`src/rtl/ram_guard_pkg.sv`:
```
package ram_guard_pkg;

  typedef enum logic [1:0] {
    KS_LOCKED = 2'd0,
    KS_HALF   = 2'd1,
    KS_OPEN   = 2'd2
  } key_state_e;

  localparam logic [7:0] KEY_FIRST  = 8'hCA;
  localparam logic [7:0] KEY_SECOND = 8'h53;

  localparam int unsigned REG_CTRL = 0;
  localparam int unsigned REG_KEY  = 1;
  localparam int unsigned REG_WP0  = 2;

  // next unlock state after a key write
  function automatic key_state_e key_step(key_state_e s, logic [7:0] k);
    if (k == KEY_FIRST)                      return KS_HALF;
    else if (k == KEY_SECOND && s == KS_HALF) return KS_OPEN;
    else                                      return KS_LOCKED;
  endfunction

  function automatic logic below(int unsigned i, int unsigned lim);
    return i < lim;
  endfunction

  function automatic int unsigned wp_reg_of(int unsigned page);
    return REG_WP0 + page / 32;
  endfunction

  function automatic int unsigned wp_bit_of(int unsigned page);
    return page % 32;
  endfunction

endpackage

```
`src/rtl/key_gate.sv`:
```
module key_gate
  import ram_guard_pkg::*;
(
  input  logic       clk,
  input  logic       rst_n,
  input  logic       key_wr,
  input  logic [7:0] key_val,
  input  logic       start_req,
  input  logic       busy,
  output logic       start_fire,
  output logic       unlocked
);

  key_state_e state;

  assign unlocked   = (state == KS_OPEN);
  assign start_fire = start_req & unlocked & ~busy;

  always_ff @(posedge clk) begin
    if (!rst_n)          state <= KS_LOCKED;
    else if (start_fire) state <= KS_LOCKED;
    else if (key_wr)     state <= key_step(state, key_val);
  end

  a_r4_unlock_consumed: assert property (@(posedge clk) disable iff (!rst_n)
    start_fire |=> !unlocked);

  a_r3_bad_key_relocks: assert property (@(posedge clk) disable iff (!rst_n)
    (key_wr && key_val != KEY_FIRST && key_val != KEY_SECOND) |=> (state == KS_LOCKED));

  a_r2_pair_opens: assert property (@(posedge clk) disable iff (!rst_n)
    (key_wr && !start_req && key_val == KEY_SECOND && state == KS_HALF) |=> unlocked);

  a_r6_busy_keeps_unlock: assert property (@(posedge clk) disable iff (!rst_n)
    (busy && unlocked && !key_wr) |=> unlocked);

endmodule

```
`src/rtl/erase_engine.sv`:
```
module erase_engine
  import ram_guard_pkg::*;
#(
  parameter int unsigned RAM_WORDS  = 16384,
  parameter int unsigned CRAM_WORDS = 1024,
  localparam int unsigned ERASE_LEN = (RAM_WORDS > CRAM_WORDS) ? RAM_WORDS : CRAM_WORDS,
  localparam int unsigned EW  = $clog2(ERASE_LEN),
  localparam int unsigned MAW = $clog2(RAM_WORDS),
  localparam int unsigned CAW = $clog2(CRAM_WORDS)
) (
  input  logic           clk,
  input  logic           rst_n,
  input  logic           start,
  output logic           busy,
  output logic           e_ram_we,
  output logic [MAW-1:0] e_ram_addr,
  output logic           e_cram_we,
  output logic [CAW-1:0] e_cram_addr
);

  localparam logic [EW-1:0] LAST = EW'(ERASE_LEN - 1);

  logic [EW-1:0] idx;

  always_ff @(posedge clk) begin
    if (!rst_n) begin
      busy <= 1'b0;
      idx  <= '0;
    end else if (start) begin
      busy <= 1'b1;
      idx  <= '0;
    end else if (busy) begin
      if (idx == LAST) begin
        busy <= 1'b0;
        idx  <= '0;
      end else begin
        idx <= idx + 1'b1;
      end
    end
  end

  assign e_ram_we    = busy & below(32'(idx), RAM_WORDS);
  assign e_cram_we   = busy & below(32'(idx), CRAM_WORDS);
  assign e_ram_addr  = idx[MAW-1:0];
  assign e_cram_addr = idx[CAW-1:0];

  a_r5_walk_by_one: assert property (@(posedge clk) disable iff (!rst_n)
    (busy && $past(busy)) |-> (idx == $past(idx) + 1'b1));

  a_r5_ends_at_last: assert property (@(posedge clk) disable iff (!rst_n)
    $fell(busy) |-> ($past(idx) == LAST));

  a_r6_no_restart: assert property (@(posedge clk) disable iff (!rst_n)
    busy |-> !start);

endmodule

```
`src/rtl/page_guard.sv`:
```
module page_guard
  import ram_guard_pkg::*;
#(
  parameter int unsigned PAGES      = 64,
  parameter int unsigned PAGE_WORDS = 256,
  parameter int unsigned REG_AW     = 3,
  parameter int unsigned DW         = 32,
  localparam int unsigned MAW = $clog2(PAGES * PAGE_WORDS),
  localparam int unsigned PB  = $clog2(PAGE_WORDS)
) (
  input  logic              clk,
  input  logic              rst_n,
  input  logic              reg_we,
  input  logic [REG_AW-1:0] reg_addr,
  input  logic [31:0]       reg_wdata,
  input  logic              bus_we,
  input  logic [MAW-1:0]    bus_addr,
  input  logic [DW-1:0]     bus_wdata,
  input  logic              erase_busy,
  output logic [31:0]       wp_rdata,
  output logic              fwd_we,
  output logic [MAW-1:0]    fwd_addr,
  output logic [DW-1:0]     fwd_wdata,
  output logic              wr_viol
);

  logic [PAGES-1:0] wp;

  for (genvar p = 0; p < PAGES; p++) begin : g_page
    localparam int unsigned RIDX = wp_reg_of(p);
    localparam int unsigned BIDX = wp_bit_of(p);
    logic bit_q;
    always_ff @(posedge clk) begin
      if (!rst_n)
        bit_q <= 1'b0;
      else if (reg_we && reg_addr == REG_AW'(RIDX) && reg_wdata[BIDX])
        bit_q <= 1'b1;
    end
    assign wp[p] = bit_q;
  end

  always_comb begin
    wp_rdata = '0;
    for (int p = 0; p < PAGES; p++)
      if (reg_addr == REG_AW'(wp_reg_of(p))) wp_rdata[wp_bit_of(p)] = wp[p];
  end

  logic hit_prot;
  assign hit_prot  = wp[bus_addr[MAW-1:PB]];
  assign fwd_we    = bus_we & ~erase_busy & ~hit_prot;
  assign wr_viol   = bus_we & ~erase_busy & hit_prot;
  assign fwd_addr  = bus_addr;
  assign fwd_wdata = bus_wdata;

  a_r7_wp_sticky: assert property (@(posedge clk) disable iff (!rst_n)
    ((wp & $past(wp)) == $past(wp)));

  a_r8_blocked_not_forwarded: assert property (@(posedge clk) disable iff (!rst_n)
    wr_viol |-> !fwd_we);

endmodule

```
`src/rtl/ram_erase_guard.sv`:
```
module ram_erase_guard
  import ram_guard_pkg::*;
#(
  parameter int unsigned PAGES      = 64,
  parameter int unsigned PAGE_WORDS = 256,
  parameter int unsigned CRAM_WORDS = 1024,
  parameter int unsigned DW         = 32,
  parameter int unsigned REG_AW     = 3,
  localparam int unsigned RAM_WORDS = PAGES * PAGE_WORDS,
  localparam int unsigned MAW       = $clog2(RAM_WORDS),
  localparam int unsigned CAW       = $clog2(CRAM_WORDS)
) (
  input  logic              clk,
  input  logic              rst_n,
  input  logic [REG_AW-1:0] reg_addr,
  input  logic [31:0]       reg_wdata,
  input  logic              reg_we,
  output logic [31:0]       reg_rdata,
  input  logic              bus_we,
  input  logic [MAW-1:0]    bus_addr,
  input  logic [DW-1:0]     bus_wdata,
  output logic              ram_we,
  output logic [MAW-1:0]    ram_addr,
  output logic [DW-1:0]     ram_wdata,
  output logic              cram_we,
  output logic [CAW-1:0]    cram_addr,
  output logic              wr_viol
);

  logic ctrl_wr, key_wr, start_fire, unlocked, busy;
  logic e_ram_we;
  logic [MAW-1:0] e_ram_addr;
  logic fwd_we;
  logic [MAW-1:0] fwd_addr;
  logic [DW-1:0]  fwd_wdata;
  logic [31:0]    wp_rdata;

  assign ctrl_wr = reg_we && reg_addr == REG_AW'(REG_CTRL);
  assign key_wr  = reg_we && reg_addr == REG_AW'(REG_KEY);

  key_gate u_key (
    .clk(clk), .rst_n(rst_n),
    .key_wr(key_wr), .key_val(reg_wdata[7:0]),
    .start_req(ctrl_wr & reg_wdata[0]), .busy(busy),
    .start_fire(start_fire), .unlocked(unlocked)
  );

  erase_engine #(.RAM_WORDS(RAM_WORDS), .CRAM_WORDS(CRAM_WORDS)) u_erase (
    .clk(clk), .rst_n(rst_n), .start(start_fire), .busy(busy),
    .e_ram_we(e_ram_we), .e_ram_addr(e_ram_addr),
    .e_cram_we(cram_we), .e_cram_addr(cram_addr)
  );

  page_guard #(.PAGES(PAGES), .PAGE_WORDS(PAGE_WORDS), .REG_AW(REG_AW), .DW(DW)) u_guard (
    .clk(clk), .rst_n(rst_n),
    .reg_we(reg_we), .reg_addr(reg_addr), .reg_wdata(reg_wdata),
    .bus_we(bus_we), .bus_addr(bus_addr), .bus_wdata(bus_wdata),
    .erase_busy(busy), .wp_rdata(wp_rdata),
    .fwd_we(fwd_we), .fwd_addr(fwd_addr), .fwd_wdata(fwd_wdata),
    .wr_viol(wr_viol)
  );

  // erase engine owns the secondary RAM port while busy
  assign ram_we    = busy ? e_ram_we   : fwd_we;
  assign ram_addr  = busy ? e_ram_addr : fwd_addr;
  assign ram_wdata = busy ? '0         : fwd_wdata;

  always_comb begin
    reg_rdata = wp_rdata;
    if (reg_addr == REG_AW'(REG_CTRL)) reg_rdata = {30'd0, busy, busy};
  end

  a_r2_start_needs_request: assert property (@(posedge clk) disable iff (!rst_n)
    $rose(busy) |-> ($past(ctrl_wr) && $past(reg_wdata[0]) && $past(unlocked)));

  a_r9_erase_owns_port: assert property (@(posedge clk) disable iff (!rst_n)
    busy |-> (!wr_viol && ram_wdata == '0));

  a_r8_viol_no_write: assert property (@(posedge clk) disable iff (!rst_n)
    wr_viol |-> !ram_we);

endmodule

```
`config.mk`:
```
export PLATFORM = sky130hd
export DESIGN_NAME = ram_erase_guard
export DESIGN_NICKNAME = d
export VERILOG_FILES = /design/src/rtl/ram_guard_pkg.sv /design/src/rtl/key_gate.sv /design/src/rtl/erase_engine.sv /design/src/rtl/page_guard.sv /design/src/rtl/ram_erase_guard.sv
export SDC_FILE = /design/constraint.sdc
export NUM_CORES = 1
export LEC_CHECK = 0
export BUFFER_PORTS_ARGS = -buffer_cell sky130_fd_sc_hd__buf_2
export CAP_MARGIN = 20
export CELL_PAD_IN_SITES_DETAIL_PLACEMENT = 0
export CELL_PAD_IN_SITES_GLOBAL_PLACEMENT = 2
export CORE_MARGIN = 2
export CORE_UTILIZATION = 28
export DETAILED_ROUTE_END_ITERATION = 8
export GPL_ROUTABILITY_DRIVEN = 0
export PLACE_DENSITY = 0.83
export REMOVE_ABC_BUFFERS = 1
export SETUP_SLACK_MARGIN = 0.3
export SKIP_LAST_GASP = 1
export SLEW_MARGIN = 20
export SYNTH_ARGS = -nofsm -noshare
export SYNTH_HDL_FRONTEND = slang
export SYNTH_SLANG_ARGS = --single-unit
```
`constraint.sdc`:
```
create_clock -name clk -period 1.92 [get_ports clk]
set_input_delay 0.192 -clock clk [delete_from_list [all_inputs] [get_ports clk]]
set_output_delay 0.192 -clock clk [all_outputs]
set_load 0.005 [all_outputs]
```
# After elaboration in Yosys (flattened, before gate mapping)

Cells that the tools add are included.
W data, S select, Z words.

Bits in registers: 81
Bits of input ports: 85
Output and inout port bits: 91
Logic and storage cells: 235

Add/sub/neg operators: 1
Magnitude comparators: 2
Equality and inequality tests: 8
Multiplexer cells: 76
Bitwise gates (word level): 10
Reductions and logical operators: 71

Operators with widths:

| cell                    | count |
|---|---|
| $logic_and A1 B1 Y1     | 69 |
| $mux W1                 | 69 |
| $mux W32                | 2 |
| $mux W14                | 2 |
| $add A14 B1 Y14 const B | 1 |
| $eq A14 B14 Y1 const B  | 1 |
| $lt A14 B11 Y1 const B  | 1 |
| $eq A8 B7 Y1 const B    | 1 |
| $eq A8 B8 Y1 const B    | 1 |
| $and A1 B1 Y1           | 7 |
| $lt A6 B7 Y1 const B    | 1 |
| $bmux W1 S6             | 1 |
| $eq A3 B2 Y1 const B    | 2 |
| $mux W2                 | 2 |
| $eq A3 B1 Y1 const B    | 1 |
| $logic_not A3 Y1        | 1 |
| $not A1 Y1              | 3 |
| $eq A2 B1 Y1 const B    | 1 |
| $eq A2 B2 Y1 const B    | 1 |
| $reduce_or A2 Y1        | 1 |

# Depth between registers and ports, before layout

Gate-level depths: netlist of the first run.

Word-level depth: 6
Depth in mapped cells: 7
Gate-level depth less buffers: 5

# By module

From an unflattened synthesis of the first run, not the netlist that was laid out.

Cell total of the unflattened synthesis: 533
Area total of the unflattened synthesis: 4903.5 sq um

By module, submodules not included:

| module          | instances | cells each | area an instance (sq um) | sequential area each (sq um) |
|---|---|---|---|---|
| page_guard      | 1         | 336        | 3289.4                   | 1281.2 |
| erase_engine    | 1         | 92         | 822.0                    | 300.3 |
| ram_erase_guard | 1         | 91         | 653.1                    | 0.0 |
| key_gate        | 1         | 14         | 138.9                    | 40.0 |

# Worst setup path before layout of the first run

Ideal clock, no wire load.

Kind: in2out
Start: input bus_addr[8]
End: output wr_viol
Data arrival time: 1.311 ns
Required time: 1.728 ns
Slack: 0.417 ns
Stages: 5
Path buffers: 1
Path through: buf_6 -> mux4_2 -> a22oi_1 -> a31oi_1 -> and4_1

Longest elaborated chain between the ends: 3

RTL lines:

| element                       | RTL line              | source |
|---|---|---|
| start: declaration            | ram_erase_guard.sv:20 | `input logic [MAW-1:0] bus_addr,` |
| $bmux W1 S6                   | page_guard.sv:49      | `assign hit_prot = wp[bus_addr[MAW-1:PB]];` |
| $mux W1 (implied by the code) | page_guard.sv:49      |  |
| $and A1 B1 Y1                 | page_guard.sv:51      | `assign wr_viol = bus_we & ~erase_busy & hit_prot;` |
| end: declaration              | ram_erase_guard.sv:27 | `output logic wr_viol` |

Every way passes these cells. The select of a mux whose other input is x is not followed.

# Worst setup path in the final report of the first run

Start: register u_guard.g_page[50].bit_q
End: output wr_viol

Longest elaborated chain between the ends: 3

RTL lines:

| element                       | RTL line         | source |
|---|---|---|
| start: declaration            | page_guard.sv:32 | `logic bit_q;` |
| start signal: assignment      | page_guard.sv:35 | `bit_q <= 1'b0;` |
| start signal: assignment      | page_guard.sv:37 | `bit_q <= 1'b1;` |
| $bmux W1 S6                   | page_guard.sv:49 |  |
| $mux W1 (implied by the code) | page_guard.sv:49 |  |
| $and A1 B1 Y1                 | page_guard.sv:51 |  |

Every way passes these cells. The select of a mux whose other input is x is not followed.

==> results of run 1 <==
-- critical path: stages, from the launching register on --
cell and delay (ns):
dfxtp_2 0.33, mux4_2 0.46, a22oi_2 0.19, a31oi_2 0.14
and4_1 0.19, buf_2 0.13
-- metal layers --
layer | up-vias | wire length (um)
li1 | 2050 | -
met1 | 2058 | 6180
met2 | 153 | 6640
met3 | 14 | 1050
met4 | 0 | 133
met5 | - | 0
-- final timing paths --
check        slack, ns  cells past startpoint                       end                     start
min reg2reg       0.47                      2            u_key.state[1]            u_key.state[1]
min               0.12                      3  u_guard.g_page[31].bit_q             reg_wdata[31]
max              -0.05                      5                   wr_viol  u_guard.g_page[50].bit_q
max reg2reg       0.42                      5     u_erase.e_ram_addr[1]    u_erase.e_ram_addr[10]
-- cell usage in the layout (no fill, tap or decap), types with 2 or more instances in the layout --
master / netlist / routed
clkbuf_8: 0 / 3
a21o_1: 2 / 2
buf_4: 14 / 21
nor2_1: 19 / 19
nand2b_1: 7 / 7
nor4_1: 3 / 2
nor3_1: 3 / 2
buf_12: 0 / 3
nand3_1: 12 / 11
a21oi_1: 74 / 74
mux2_2: 16 / 16
clkbuf_16: 0 / 9
nand4bb_1: 2 / 2
a22oi_1: 6 / 4
dfxtp_2: 0 / 14
nand4_1: 6 / 6
a22oi_2: 0 / 2
buf_2: 7 / 175
nor3b_1: 3 / 2
xnor2_1: 2 / 2
mux2i_1: 20 / 20
nor2b_1: 100 / 100
dfxtp_1: 81 / 66
and2_1: 3 / 3
and4_1: 3 / 2
a31oi_1: 4 / 2
mux4_2: 6 / 6
a22o_1: 30 / 30
nand2_1: 14 / 14
xor2_1: 9 / 9
buf_6: 1 / 2
-- flip-flops by register name, indices dropped and copies added, names as in the netlist --
register and cells:
u_key.state 2, u_erase.e_ram_addr 14, u_erase.busy 1, u_guard.g_page.bit_q 64
-- cells by family (layout without fill, tap and decap cells) --
| group | count (synthesis) | after routing | share of synthesized area [%] |
|---|---|---|---|
| buf+inv | 47 | 217 | 5.89 |
| mux | 42 | 42 | 11.8 |
| compound gates | 120 | 121 | 17.3 |
| xor+xnor | 11 | 11 | 2.21 |
| simple gates | 185 | 185 | 25.3 |
| fa+ha+maj | 1 | 1 | 0.287 |
| flops | 81 | 81 | 37.2 |
-- area by class of cell --
type	count	area share, %
tap	188	4.01
timing repair buffer	202	19.3
clock buffer	12	4.54
inverter	1	0.0639
multi-input combinational	360	43.5
sequential	81	28.0
clock inverter	2	0.639
-- per-stage QoR --
step / cell area (um^2) / util [%]
floorplan: 4100 / -
global placement: 5410 / 35.6
detailed placement: 5410 / 35.6
CTS: 5800 / 38.2
global route: 5870 / 38.6
finish: 5870 / 38.6
-- power by group through the flow --
| stage | Sequential [mW] | Combinational [mW] | Clock (mW) |
|---|---|---|---|
| after global placement | 1.77 | 0.446 | 0 |
| after CTS | 1.73 | 0.461 | 1.80 |
| after global routing | 1.74 | 0.510 | 1.87 |
| after floorplan | 1.76 | 0.190 | 0 |
| after detailed placement | 1.77 | 0.454 | 0 |
| final | 1.74 | 0.466 | 1.77 |
-- repair_timing --
item | CTS | global route
gates cloned | 1 | 0
resized for setup | 15 | 17
pin swaps | 7 | 6
setup buffers | 7 | 0
setup endpoints to repair | 53 | 20
==> summary.md, run 1 <==
| Metric | Value |
|---|---|
| Mean Syn Cell Area | 8.95 um^2 |
| CORE AREA | 15200 um^2 |
| First-pass GRT wire length | 21500 um |
| Max frequency | approximately 510 MHz |
| Max-Slew Margin vs Limit | 69.0% |
| Layout Skew | around 0.0043 ns |
| Yosys reg bits | approximately 80 |
| Top Usage Layer GRT | met2 |
| Status | finished, violations left |
| Clock-pin slew on the worst setup and hold paths | roughly 0.060 ns |
| Setup_tns | -0.0787 ns |
| Commonest cells post-synth | nor2b_1, dfxtp_1, a21oi_1 |
| CP Class | flop to output pin |
| # DRC | 0 |
| Area growth from synthesis to layout | 34.8% |
| Worst slew pin tran | 0.465 ns |
| Comb pwr share | 11.7% |
| Fillers | 1573 |
| Inst Count DP | 824 |
| Multi-input logic area | 2550 um^2 |
| DR iter-0 viols | 223 |
| WHS | 0.120 ns |
| Initial core utilization | between 20% and 30% |
| Vias/cell | 5.05 |
| Period utilization | 103% |
| FFs w/ async S/R, synth | 0% |
| Leak pwr | roughly 2.5 nW |
| Total Power | between 3 and 4 mW |
| Longest Clk Path Bufs | 2 |
| Storage cell area | between 1500 and 2000 um^2 |
| Rows | between 40 and 50 |
| Vias | 4275 |
| Critical Path Start Type | flop |
| Place WS | 0.0201 ns |
| Critical Path Fanout Max | 3 |
| TritonCTS clock tree | yes |
| Num CTS Buffers | 9 |
| Met2 track demand over resource | 28.8% |
| Pint | 3.05 mW |
| Final net count | 741 |
| Die Height | 129 um |
| Hpwl dp | approximately 10000 um |
| Net Switching | between 0.9 and 1 mW |
| RSZ-0062 raised after global routing | yes |
| Yosys Warn Count | 0 |
| Sequential cell area fraction in the yosys report | 37.2% |
| Clock sinks | 81 |
| CP endpoint kind | output pin |
| Largest net degree at the start of global routing | 40 |
| Worst Path Arrival | 1.78 ns |
| Main flop type after synthesis | dfxtp_1 |
| Mapped Cells | 487 |
| Worst Slack Setup Final | -0.0519 ns |
| Final Non-Filler Cells | 846 |
| Chip Width | 129 um |
| CTS HTree Levels | 3 |
| Synthesized cell area | 4360 um^2 |
| Failing checks | setup timing |
| IO Pins | ~180 |
| Clk Latency, worst-skew pair | between 0.3 and 0.4 ns |
| Power per standard cell area | 676 nW/um^2 |
| GRT Overall Usage | 16.5% |
| Die area | 16600 um^2 |
| Most numerous cell in the Yosys netlist | nor2b_1 |
| Tmin final | 1.97 ns |
| Hold Crit Class | primary input to flop |
| Met1 usage | 20.0% |
| Largest area contributor in the netlist | dfxtp_1 |
| CP required | 1.73 ns |
| Clock root cell | clkbuf_16 |
| Post-synth EDFFs | 0 |
| Synth top area cells | dfxtp_1, nor2b_1, a21oi_1, a22o_1, mux2i_1 |
| Final hold viol count | 0 |
| Routed Antenna Nets | 0 |
| Routing usage on met3 | 4.57% |
| Sequential share of power | 43.7% |
| Pins Over Slew Limit | 0 |
| Final setup vio count | 2 |
| Cts hold-fix bufs | 0 |
| Vias in the first global route | 4273 |
| Grt total ovfl | 0 |
| WL final | 14000 um |
| Clock share of power | 44.6% |
| Top cell type's share of synthesized area | a little under two fifths |
| Antenna diodes | 0 |
| Share of cells above drive strength 1 | 40.6% |
| Antenna violations before repair | 0 |
| Worst vdd ir | 0.395 mV |
| Max-Cap Viols | 0 |
| Synth cell types | 43 |
| Sw Share | 23.2% |
| Drt wl/cell | 16.6 um |
| Port bufs | 175 |
| First drt pass iteration count | 4 |
Power figures use the tool's default switching activity.
==> run 2, diff against run 1 <==
--- a/config.mk
+++ b/config.mk
@@ -11,8 +11,10 @@
 export CELL_PAD_IN_SITES_GLOBAL_PLACEMENT = 2
 export CORE_MARGIN = 2
 export CORE_UTILIZATION = 28
+export CTS_CLUSTER_DIAMETER = 30
 export DETAILED_ROUTE_END_ITERATION = 8
 export GPL_ROUTABILITY_DRIVEN = 0
+export GPL_TIMING_DRIVEN = 0
 export PLACE_DENSITY = 0.83
 export REMOVE_ABC_BUFFERS = 1
 export SETUP_SLACK_MARGIN = 0.3
==> summary.md, run 2 (synthesis results as in run 1) <==
| Metric | Value |
|---|---|
| Period utilization | 99.9% (-2.8 points) |
| Flip-flop count of the largest register after layout | 64 (unchanged) |
| Power per standard cell area | 696 nW/um^2 (+3.0%) |
| RSZ-0062 raised after global routing | yes |
| Final setup vio count | 0 (-2) |
| Chip Width | 129 um (unchanged) |
| Die area | 16600 um^2 (unchanged) |
| CP peak stage delay | 0.47 ns (about the same) |
| Share of cells above drive strength 1 | 40.0% (-0.55 points) |
| DR iter-0 viols | 154 (-31%) |
| Max-Cap Viols | 0 (unchanged) |
| Clock-pin slew on the worst setup and hold paths | 0.06 ns (about the same) |
| Longest Clk Path Bufs | 2 (unchanged) |
| Worst Path Arrival | 1.73 ns (-0.05 ns) |
| Layout Skew | 0.00478 ns (+0.000456 ns) |
| Drt wl/cell | 16.5 um (-0.52%) |
| Area growth from synthesis to layout | 33.9% |
| First drt pass iteration count | 4 (unchanged) |
| Clock sinks | 81 (unchanged) |
| Grt total ovfl | 0 (unchanged) |
| WHS | 0.114 ns (-0.00600 ns) |
| M1 WL | 5920 um (-4.1%) |
| CTS HTree Levels | 3 (unchanged) |
| Vias | 4180 (-2.2%) |
| CP Class | flop to output pin |
| Critical Path Start Type | flop |
| Clk Latency, worst-skew pair | 0.34 ns (about the same) |
| Met3 wire len | 1260 um (+19%) |
| Commonest non-fill, non-tap cells in the layout | buf_2, nor2b_1, a21oi_1 |
| GRT Overall Usage | 16.1% (-0.35 points) |
| Setup_tns | 0 ns (+0.0787 ns) |
| Num CTS Buffers | 9 (unchanged) |
| Routed Antenna Nets | 0 (unchanged) |
| Hold Crit Class | primary input to flop |
| Antenna violations before repair | 0 (unchanged) |
| Antenna diodes | 0 (unchanged) |
| Die Height | 129 um (unchanged) |
| Tmin final | 1.92 ns (-0.0539 ns) |
| Most flops, register | u_guard.g_page.bit_q |
| # DRC | 0 (unchanged) |
| WL final | 13800 um (-1.8%) |
| CP required | 1.73 ns (about the same) |
| Leak pwr | 2.48 nW (-2.0%) |
| Max-Slew Margin vs Limit | 37.4% (-32 points) |
| Rows | 45 (unchanged) |
| Fillers | 1560 (-0.83%) |
| Final core occ | 38.4% (-0.26 points) |
| First-pass GRT wire length | 20700 um (-3.6%) |
| Clock root cell | clkbuf_16 |
| IO Pins | 176 (unchanged) |
| Worst path cell trace | mux4_2, a22oi_2, nand3_1, a31oi_1, buf_2 |
| Final hold viol count | 0 (unchanged) |
| Met2 WL | 6430 um (-3.2%) |
| Worst slew pin tran | 0.939 ns (+0.475 ns) |
| Worst vdd ir | 0.405 mV (+2.5%) |
| Hpwl dp | 9470 um (-7.0%) |
| Slowest cell on the critical path | mux4_2 |
| Max frequency | 521 MHz (+2.8%) |
| Vias in the first global route | 4051 (-5.2%) |
| Status | finished, final reports clean |
| TritonCTS clock tree | yes |
| Vias/cell | 5.01 (-0.93%) |
| Initial core utilization | 28.7% (unchanged) |
| Port bufs | 175 (unchanged) |
| Top sig layer | met4 |
| Critical Path Fanout Max | 3 (unchanged) |
| Cts hold-fix bufs | 0 (unchanged) |
| CORE AREA | 15200 um^2 (unchanged) |
| Pins Over Slew Limit | 0 (unchanged) |
| CP endpoint kind | output pin |
| Final net count | 728 (-1.8%) |
| Most common cell after layout, fill and taps aside | buf_2 |
| Largest net degree at the start of global routing | 67 (+68%) |
[run 2: cell types whose count changed in the layout (fill, tap and decap cells not counted), moves of 2 or more]
cell | before | now
and2_4 | 0 | 2
and2_1 | 3 | 1
a31oi_1 | 2 | 4
buf_12 | 3 | 1
buf_4 | 21 | 7
clkbuf_8 | 3 | 1
clkbuf_16 | 9 | 11
[run 2: report_power, final]
part	internal, mW	leakage, nW	total [mW]	switching, mW
Combinational	0.227	1.66	0.449	0.222
Clock	1.18	0.159	1.88	0.701
Sequential	1.71	0.662	1.73	0.0230
Total	3.11	2.48	4.06	0.947
[run 2: worst paths after layout]
check | from | endpoint | slack, ns | cells after the start
worst max register to register | u_erase.e_ram_addr[9] | u_erase.e_ram_addr[4] | 0.38 | 5
worst max-delay path | u_guard.g_page[58].bit_q | ram_we | 0.002 | 5
worst min-delay path | reg_wdata[26] | u_guard.g_page[58].bit_q | 0.11 | 3
worst min register to register | u_key.state[1] | u_key.state[1] | 0.47 | 2
[run 2: area by class of cell]
class / instances / area, um^2 / area share (%)
Multi-Input combinational cell: 360 / 2550 / 43.8
Sequential cell: 81 / 1640 / 28.1
Timing Repair Buffer: 189 / 1070 / 18.3
Clock buffer: 10 / 239 / 4.10
Tap cell: 188 / 235 / 4.03
Clock inverter: 6 / 90.1 / 1.54
Inverter: 1 / 3.75 / 0.0644
[run 2: per-stage QoR]
stage / instance area (um^2) / setup slack (ns) / power (mW) / std cells
after global placement: 5220 / -1.91 / 2.19 / 804
after detailed placement: 5290 / -0.424 / 2.21 / 807
after global routing: 5830 / -0.0659 / 4.24 / 835
final: 5830 / 0.00203 / 4.06 / 835
after CTS: 5690 / -0.0316 / 4.10 / 828
after floorplan: 4100 / -0.364 / 1.95 / 441
[run 2: timing repair]
| item | 4_1_cts | 5_1_grt |
|---|---|---|
| buffers inserted | 4 | 5 |
| endpoints found under the hold margin | 0 | 0 |
| setup endpoints to repair | 105 | 35 |
| pin swaps | 7 | 8 |
| gates resized for setup | 13 | 21 |
| gates cloned | 1 | 2 |
[run 2: routing by layer]
metal,vias up,GRT usage [%]
li1,2020,-
met1,1982,19.6
met2,164,27.2
met3,14,5.86
met4,0,3.77
met5,-,0
[run 2: critical path, delay by kind of cell (launching register included)]
family          cells  cell delay [ns]
simple gates        1             0.11
buf+inv             1             0.15
compound gates      2             0.34
mux                 1             0.47
flops               1             0.32
==> run 3, diff against run 2 <==
--- a/config.mk
+++ b/config.mk
@@ -10,12 +10,13 @@
 export CELL_PAD_IN_SITES_DETAIL_PLACEMENT = 0
 export CELL_PAD_IN_SITES_GLOBAL_PLACEMENT = 2
 export CORE_MARGIN = 2
-export CORE_UTILIZATION = 28
+export CORE_UTILIZATION = 30
 export CTS_CLUSTER_DIAMETER = 30
 export DETAILED_ROUTE_END_ITERATION = 8
 export GPL_ROUTABILITY_DRIVEN = 0
 export GPL_TIMING_DRIVEN = 0
-export PLACE_DENSITY = 0.83
+export PLACE_DENSITY = 0.88
+export RECOVER_POWER = 25
 export REMOVE_ABC_BUFFERS = 1
 export SETUP_SLACK_MARGIN = 0.3
 export SKIP_LAST_GASP = 1
==> constraint.sdc (replaced) <==
create_clock -name clk -period 2.3 [get_ports clk]
set_input_delay 0.23 -clock clk [delete_from_list [all_inputs] [get_ports clk]]
set_output_delay 0.23 -clock clk [all_outputs]
set_load 0.005 [all_outputs]
==> summary.md, run 3 (synthesis results as in run 1) <==
| Metric | Value |
|---|---|
| TritonCTS clock tree | yes |
| Multi-input logic area | 2510 um^2 (-1.7%) |
| First drt pass iteration count | 6 (+2) |
| Num CTS Buffers | 9 (unchanged) |
| Reg2Reg Setup Slack | 0.57 ns (+0.19 ns) |
| Comb pwr share | 11.8% (+0.7 points) |
| Clock-pin slew on the worst setup and hold paths | 0.06 ns (about the same) |
| Rows | 44 (-2.2%) |
| R2r startpoint | u_erase.e_ram_addr[1] |
| Power per standard cell area | 571 nW/um^2 (-18%) |
| Sw Share | 24.5% (+1.2 points) |
| CP top delay family | multiplexers |
| Clock share of power | 42.7% (-3.6 points) |
| Most common cell after layout, fill and taps aside | buf_2 |
| Total Power | 3.17 mW (-22%) |
| Final setup vio count | 0 (unchanged) |
| Pint | 2.40 mW (-23%) |
| Hpwl dp | 10100 um (+6.3%) |
| Grt total ovfl | 0 (unchanged) |
| Period utilization | 87.4% |
| WL final | 13900 um (+0.91%) |
| Routed Antenna Nets | 0 (unchanged) |
| Buffers plus inverters on the worst setup path | 1 (unchanged) |
| CP endpoint kind | output pin |
| Clk Latency, worst-skew pair | 0.34 ns (about the same) |
| Vias in the first global route | 4138 (+2.1%) |
| Max frequency | 497 MHz |
| Longest Clk Path Bufs | 2 (unchanged) |
| Layout Skew | 0.00464 ns (-0.000144 ns) |
| CTS HTree Levels | 3 (unchanged) |
| Flip-flop count of the largest register after layout | 64 (unchanged) |
| # DRC | 0 (unchanged) |
| Die Height | 125 um (-3.3%) |
| IO Pins | 176 (unchanged) |
| Clock sinks | 81 (unchanged) |
| Chip Width | 125 um (-3.3%) |
| DR iter-0 viols | 182 (+18%) |
| Area growth from synthesis to layout | 27.7% |
| Hold Crit Class | primary input to flop |
| Place WS | -0.106 ns (+0.318 ns) |
| Critical R2R Capture | u_erase.e_ram_addr[11] |
| Net Switching | 0.779 mW (-18%) |
| Tmin final | 2.01 ns |
| CP peak stage delay | 0.48 ns (about the same) |
| Status | finished, final reports clean |
| Share of cells above drive strength 1 | 33.7% (-6.3 points) |
| Slowest cell on the critical path | mux4_2 |
| Hold Crit Start | reg_wdata[23] |
| Final hold viol count | 0 (unchanged) |
| Vias/cell | 5.01 (+0.12%) |
| Critical Path Fanout Max | 3 (unchanged) |
| CP Class | flop to output pin |
| Final net count | 716 (-1.6%) |
| Most flops, register | u_guard.g_page.bit_q |
| Worst vdd ir | 0.289 mV (-29%) |
| Max-Slew Margin vs Limit | 35.8% (-1.6 points) |
| CORE AREA | 14400 um^2 (-5.5%) |
| Fillers | 1512 (-3.1%) |
| Storage cell area | 1630 um^2 (-0.84%) |
| Leak pwr | 2.32 nW (-6.5%) |
| Worst path cell trace | mux4_2, a22oi_2, a31oi_2, and4_1, buf_2 |
| Worst Slack Setup Final | 0.289 ns (+0.287 ns) |
| WHS | 0.153 ns (+0.0393 ns) |
| Drt wl/cell | 16.9 um (+2.9%) |
| Max-Cap Viols | 0 (unchanged) |
| Antenna violations before repair | 0 (unchanged) |
| GRT Overall Usage | 17.8% (+1.7 points) |
| R2R depth | 5 (unchanged) |
| Worst slew pin tran | 0.963 ns (+0.0237 ns) |
| Largest net degree at the start of global routing | 67 (unchanged) |
| Critical Path Start Type | flop |
| Pins Over Slew Limit | 0 (unchanged) |
| Worst Hold End | u_guard.g_page[55].bit_q |
| CP required | 2.07 ns (+0.34 ns) |
| Setup_tns | 0 ns (unchanged) |
| Commonest non-fill, non-tap cells in the layout | buf_2, nor2b_1, dfxtp_1 |
| Port bufs | 175 (unchanged) |
| Antenna diodes | 0 (unchanged) |
| First-pass GRT wire length | 22000 um (+6.2%) |
| Vias | 4105 (-1.8%) |
| Sequential share of power | 45.6% (+3.0 points) |
| RSZ-0062 raised after global routing | yes |
| WHS Path Cells | 3 (unchanged) |
| Die area | 15500 um^2 (-6.5%) |
| Clock root cell | clkbuf_16 |
| Worst Path Arrival | 1.78 ns (+0.05 ns) |
| Initial core utilization | 30.3% (+1.7 points) |
==> run 3: cell type report <==
type,count,share of cell area [%]
clock buffer,13,4.68
clock inverter,3,0.270
inverter,1,0.0675
multi-input combinational,359,45.1
sequential,81,29.3
tap,184,4.14
timing repair buffer,178,16.4
==> run 3: stage by stage <==
step / util, % / cell area (um^2) / instances
4_1_cts: 38.6 / 5550 / 819
5_1_grt: 38.7 / 5560 / 819
3_3_place_gp: 36.3 / 5210 / 800
3_5_place_dp: 36.7 / 5270 / 803
2_1_floorplan: - / 4100 / 441
6_report: 38.7 / 5560 / 819
==> run 3: layer usage <==
layer / global-route usage, % / up-vias / wire (um)
met5: 0 / - / 0
met4: 5.55 / 0 / 230
met3: 6.44 / 15 / 1160
met2: 30.9 / 167 / 6830
met1: 20.4 / 1925 / 5650
li1: - / 1998 / -
==> run 3: worst max path at each step <==
stage	cells past startpoint	slack [ns]	from	endpoint
6_report	5	0.29	u_guard.g_page[51].bit_q	wr_viol
3_5_place_dp	6	-0.11	bus_addr[8]	wr_viol
5_1_grt	5	0.18	u_guard.g_page[59].bit_q	ram_we
3_3_place_gp	5	-1.60	reg_addr[0]	u_guard.g_page[6].bit_q
2_1_floorplan	4	0.02	u_erase.busy	u_erase.e_ram_addr[13]
4_1_cts	5	0.30	u_guard.g_page[31].bit_q	wr_viol
==> run 3: timing repair <==
action / CTS / global route
resized for setup: 2 / 9
buffers inserted: 0 / 0
hold buffers: 0 / 0
hold endpoints to repair: 0 / 0
pin swaps: 4 / 4
setup endpoints to repair: 2 / 31
==> run 3: power groups by stage <==
stage               clock [mW]  sequential [mW]  combinational (mW)
floorplan                    0             1.47               0.159
global placement             0             1.48               0.363
detailed placement           0             1.48               0.375
CTS                       1.38             1.45               0.377
global route              1.45             1.45               0.411
finish                    1.35             1.45               0.374
==> run 3: worst register-to-register path: stages, from the launching register on <==
cell	delay [ns]
dfxtp_1	0.52
ha_1	0.39
nand2_1	0.11
nor3_1	0.25
a21o_2	0.29
nor2_1	0.07
